### config.mk
export PLATFORM = sky130hd
export DESIGN_NAME = evset_thrash_detect
export DESIGN_NICKNAME = d
export VERILOG_FILES = /design/src/rtl/evd_pkg.sv /design/src/rtl/evd_ring.sv /design/src/rtl/evd_search.sv /design/src/rtl/evd_pulse.sv /design/src/rtl/evset_thrash_detect.sv
export SDC_FILE = /design/constraint.sdc
export NUM_CORES = 1
export LEC_CHECK = 0
export BUFFER_PORTS_ARGS = -buffer_cell sky130_fd_sc_hd__buf_2
export CORE_MARGIN = 5
export CORE_UTILIZATION = 55
export CTS_BUF_LIST = sky130_fd_sc_hd__clkbuf_2 sky130_fd_sc_hd__clkbuf_4 sky130_fd_sc_hd__clkbuf_8
export CTS_CLUSTER_DIAMETER = 150
export DETAILED_ROUTE_END_ITERATION = 8
export GPL_ROUTABILITY_DRIVEN = 0
export GPL_TIMING_DRIVEN = 0
export HOLD_SLACK_MARGIN = 0.03
export PLACE_DENSITY = 0.77
export SLEW_MARGIN = 0
export SYNTH_ARGS = -nofsm -noshare
export SYNTH_HDL_FRONTEND = slang
export SYNTH_SLANG_ARGS = --single-unit
### constraint.sdc
create_clock -name clk -period 2.9 [get_ports clk]
set_input_delay 0.58 -clock clk [delete_from_list [all_inputs] [get_ports clk]]
set_output_delay 0.58 -clock clk [all_outputs]
set_load 0.1 [all_outputs]
### src/rtl/evd_pkg.sv
package evd_pkg;
  typedef struct packed {
    logic       hit;
    logic [7:0] set;
  } evd_req8_t;

  function automatic int unsigned evd_ptr_w(input int unsigned depth);
    return (depth <= 2) ? 1 : $clog2(depth);
  endfunction
endpackage

### src/rtl/evd_ring.sv
module evd_ring #(
  parameter int unsigned DEPTH = 5,
  parameter int unsigned IDX_W = 8,
  localparam int unsigned PTR_W = evd_pkg::evd_ptr_w(DEPTH)
) (
  input  logic                        clk,
  input  logic                        rst_n,
  input  logic                        wr_en,
  input  logic [IDX_W-1:0]            wr_set,
  output logic [DEPTH-1:0]            slot_vld,
  output logic [DEPTH-1:0][IDX_W-1:0] slot_set,
  output logic [PTR_W-1:0]            wr_ptr
);
  localparam logic [PTR_W-1:0] LAST = PTR_W'(DEPTH - 1);

  always_ff @(posedge clk) begin
    if (!rst_n) begin
      wr_ptr <= '0;
    end else if (wr_en) begin
      wr_ptr <= (wr_ptr == LAST) ? '0 : wr_ptr + 1'b1;
    end
  end

  for (genvar g = 0; g < DEPTH; g++) begin : g_slot
    logic sel;
    assign sel = wr_en && (wr_ptr == PTR_W'(g));
    always_ff @(posedge clk) begin
      if (!rst_n) begin
        slot_vld[g] <= 1'b0;
        slot_set[g] <= '0;
      end else if (sel) begin
        slot_vld[g] <= 1'b1;
        slot_set[g] <= wr_set;
      end
    end
  end
endmodule

### src/rtl/evd_search.sv
module evd_search #(
  parameter int unsigned DEPTH = 5,
  parameter int unsigned IDX_W = 8
) (
  input  logic                        enable,
  input  logic [IDX_W-1:0]            key,
  input  logic [DEPTH-1:0]            slot_vld,
  input  logic [DEPTH-1:0][IDX_W-1:0] slot_set,
  output logic                        found
);
  logic [DEPTH-1:0] eq;
  for (genvar g = 0; g < DEPTH; g++) begin : g_cmp
    assign eq[g] = slot_vld[g] && (slot_set[g] == key);
  end
  assign found = enable && (|eq);
endmodule

### src/rtl/evd_pulse.sv
module evd_pulse #(
  parameter int unsigned IDX_W = 8
) (
  input  logic             clk,
  input  logic             rst_n,
  input  logic             fire,
  input  logic [IDX_W-1:0] fire_set,
  output logic             pulse,
  output logic [IDX_W-1:0] pulse_set
);
  always_ff @(posedge clk) begin
    if (!rst_n) begin
      pulse     <= 1'b0;
      pulse_set <= '0;
    end else begin
      pulse     <= fire;
      pulse_set <= fire ? fire_set : '0;
    end
  end
endmodule

### src/rtl/evset_thrash_detect.sv
module evset_thrash_detect #(
  parameter int unsigned DEPTH = 5,
  parameter int unsigned IDX_W = 8,
  localparam int unsigned PTR_W = evd_pkg::evd_ptr_w(DEPTH)
) (
  input  logic             clk,
  input  logic             rst_n,
  input  logic             miss_valid,
  input  logic [IDX_W-1:0] miss_set,
  input  logic             evict_valid,
  output logic             expand_valid,
  output logic [IDX_W-1:0] expand_set
);
  logic                        rec_en;
  logic [DEPTH-1:0]            slot_vld;
  logic [DEPTH-1:0][IDX_W-1:0] slot_set;
  logic [PTR_W-1:0]            wr_ptr;
  logic                        found;

  assign rec_en = miss_valid && evict_valid;

  evd_ring #(.DEPTH(DEPTH), .IDX_W(IDX_W)) u_ring (
    .clk(clk), .rst_n(rst_n), .wr_en(rec_en), .wr_set(miss_set),
    .slot_vld(slot_vld), .slot_set(slot_set), .wr_ptr(wr_ptr)
  );

  evd_search #(.DEPTH(DEPTH), .IDX_W(IDX_W)) u_search (
    .enable(miss_valid), .key(miss_set), .slot_vld(slot_vld),
    .slot_set(slot_set), .found(found)
  );

  evd_pulse #(.IDX_W(IDX_W)) u_pulse (
    .clk(clk), .rst_n(rst_n), .fire(found), .fire_set(miss_set),
    .pulse(expand_valid), .pulse_set(expand_set)
  );
endmodule

==> impl_metrics.csv <==
group,metric,value,unit
floorplan,die_h,79.69,um
power,ir_drop,0.3792,mV
worst_setup_path,critPathLaunchType,"input port",
cells_and_area,stdcell_count,405,
worst_setup_path,crit_path_end_kind,"flop",
synthesis,synth_top_family_by_area,"simple AND/OR/NAND/NOR gates",
power,p_sw,0.0003658,W
hold_path,hp-class,"flop to flop",
global_routing,top_usage_layer,"met2",
timing,fin_skew,0.006136,ns
global_routing,met2_usage,30.72,%
clock_network,cts_made_buffers,9,
cells_and_area,layout_commonest_cell,"nand2_1",
detailed_routing,vias,2044,
placement,dp_cells,392,
clock_network,clock_latency,0.33,ns
cells_and_area,drive_gt1_share,16.86,%
power,p_per_area,526.3,nW/um2
timing,fmax,587.3,MHz
timing,period_share,58.71,%
floorplan,die_w,79.69,um
floorplan,rows,25,
floorplan,die-area,6351,um2
timing,setup_tns,0,ns
cells_and_area,layout_common_cells,"nand2_1, dfxtp_1, a21boi_0, buf_2, xor2_1",
synthesis,syn-instance-count,305,
worst_setup_path,rr_endpoint,"u_ring.slot_set[39]$_SDFFE_PN0P_",
clock_network,cts.sinks,57,
global_routing,grt_start_max_net_pins,11,
worst_setup_path,reg2regPathDepth,6,
synthesis,yosys.area_share.simple,19.86,%
timing,finalSetupViolCount,0,
power,combinationalPowerShare,8.5,%
worst_setup_path,required,3.16,ns
worst_setup_path,startpoint,"miss_set[4]",
placement,port_buffers,20,
global_routing,grt-ovfl-total,0,
synthesis,syn-num-nets,322,
clock_network,htree_levels,3,
detailed_routing,via_per_inst,5.047,
power,p_leak,1.120,nW
timing,finalCriticalPeriod,1.703,ns
clock_network,cts.clk_slew.worst_paths,0.06,ns
detailed_routing,wl_per_cell,13.28,um
synthesis,muxShareOfSynthArea,0,%
synthesis,synthAdderAreaFrac,2.342,%
synthesis,yosysSeqAreaShare,42.72,%
detailed_routing,wirelength,5380,um
status,outcome,"finished, final reports clean",
worst_setup_path,crit_path_end,"u_pulse.pulse$_SDFF_PN0_",
global_routing,globalRouteTotalUtil,19.16,%
global_routing,use_met3,5.982,%
synthesis,yosysTopAreaCell,"dfxtp_1",
synthesis,synth_area_leaders,"dfxtp_1, nand2_1, a21boi_0",
global_routing,antenna_found_initial,0,
clock_network,holdBufCountCts,0,
global_routing,grt_first_pass_wirelength,9232,um
synthesis,synthesis.area,2671,um2
synthesis,avgSynthCellArea,8.758,um2
placement,place_hpwl,3638,um
detailed_routing,drcViolationCount,0,
floorplan,io_pins,21,
clock_network,ctsRootBufferMaster,"clkbuf_8",
clock_network,cts_resized,0,
timing,hold_viol,0,
power,clkPwrFrac,41.0,%
synthesis,synth_seq_cells,57,
global_routing,grt_pass1_vias,1929,
timing,worst_pin_slew,0.6210,ns
power,p_seq_share,50.5,%
flow_run,drv_cap,0,
synthesis,synth_compound_area_share,16.96,%
detailed_routing,final_antenna_net_count,0,
power,power.internal,0.001228,W
worst_setup_path,worst-setup-path-type,"input port to flop",
clock_network,clockBufferDepth,2,
floorplan,start_util,56.56,%
synthesis,yosysTopAreaCellShare,42.72,%
worst_setup_path,ff2ff_setup_slack,1.32,ns
floorplan,core_area,4723,um2
cells_and_area,fin_nets,353,
synthesis,synth_cell_types,29,
timing,drv_slew,0,
detailed_routing,first_pass_iters,4,
power,swShare,22.96,%
detailed_routing,drt_iter0_markers,92,
worst_setup_path,cp_max_fo,10,
timing,relSlewSlack,58.44,%
worst_setup_path,cp.arrival,1.97,ns
synthesis,yosysWarnings,0,
worst_setup_path,r2r_start,"u_ring.wr_ptr[0]$_SDFFE_PN0P_",
clock_network,cts_tree,"done",
global_routing,gr-usage-met1,23.77,%
power,power,0.001593,W
cells_and_area,diodes,0,
cells_and_area,syn2layout_area_growth,13.35,%
clock_network,cts_setup_buffers,0,
timing,rsz0062_at_grt,"no",
timing,hold_ws,0.4652,ns
synthesis,synth_xor_area_share,13.44,%
[flip-flops by register name, summed over array words and instances, names as in the netlist]
register / flops
u_ring.slot_set: 40
u_ring.wr_ptr: 3
u_pulse.pulse: 1
u_ring.slot_vld: 5
u_pulse.pulse_set: 8
[power groups by stage]
stage / Sequential [W] / Combinational [W] / Clock, W
6_report: 0.000805 / 0.000135 / 0.000653
4_1_cts: 0.000805 / 0.000136 / 0.000665
5_1_grt: 0.000806 / 0.000150 / 0.000708
3_5_place_dp: 0.000822 / 0.000135 / 0
2_1_floorplan: 0.000820 / 0.0000972 / 0
3_3_place_gp: 0.000821 / 0.000134 / 0
[cells in the mapped netlist, drive strengths merged]
library cell	count
nand2	95
dfxtp	57
a21boi	42
xor2	24
xnor2	17
buf	13
a21oi	9
clkbuf	6
nand4	6
ha	5
o21a	5
and2	4
nor3	4
nor4	4
and3	3
inv	3
nand3	3
nor2	2
a31oi	1
nor2b	1
nor3b	1
[critical path, stage by stage]
cell and delay (ns):
buf_2 0.11, buf_4 0.19, xor2_1 0.18, nor3_1 0.24, nand4_1 0.17, and3_4 0.22, buf_6 0.14, a21boi_2 0.13
[per-stage QoR]
| step | util (%) | setup slack [ns] | cell area, um2 |
|---|---|---|---|
| floorplan | - | 1.232 | 2671 |
| global placement | 60.45 | 0.8969 | 2855 |
| detailed placement | 60.45 | 0.8736 | 2855 |
| CTS | 64.11 | 1.194 | 3028 |
| global route | 64.11 | 1.100 | 3028 |
| finish | 64.11 | 1.197 | 3028 |
[layout make-up]
type,instances,area (um2)
plain buffers,19,113.9
clock buffers,13,172.7
fillers,414,1695
inverters,3,11.26
multi-input cells,226,1405
flip-flops and latches,57,1141
well taps,67,83.83
repair buffers,20,100.1
[routing by layer]
| metal | wire, um | part of all wire [%] |
|---|---|---|
| met1 | 2527 | 47 |
| met2 | 2507 | 47 |
| met3 | 273 | 5.1 |
| met4 | 71 | 1.3 |
| met5 | 0 | 0 |
[cells by family after synthesis]
logic type                 Yosys count
and+or+nand+nor                    123
AOI/OAI and AO/OA                   57
DFF                                 57
xor gates and xnor gates            41
buffers and inverters               22
adders and majority gates            5
[worst min path at each step]
stage                     cells past startpoint                         endpoint                             from
final                                         1  u_ring.slot_vld[2]$_SDFFE_PN0P_  u_ring.slot_vld[2]$_SDFFE_PN0P_
after global placement                        1  u_ring.slot_vld[0]$_SDFFE_PN0P_  u_ring.slot_vld[0]$_SDFFE_PN0P_
after global routing                          1  u_ring.slot_vld[2]$_SDFFE_PN0P_  u_ring.slot_vld[2]$_SDFFE_PN0P_
after CTS                                     2  u_ring.slot_set[0]$_SDFFE_PN0P_  u_ring.slot_set[0]$_SDFFE_PN0P_
after floorplan                               1  u_ring.slot_vld[0]$_SDFFE_PN0P_  u_ring.slot_vld[0]$_SDFFE_PN0P_
after detailed placement                      1  u_ring.slot_vld[2]$_SDFFE_PN0P_  u_ring.slot_vld[2]$_SDFFE_PN0P_
(Power assumes the default switching activity.)
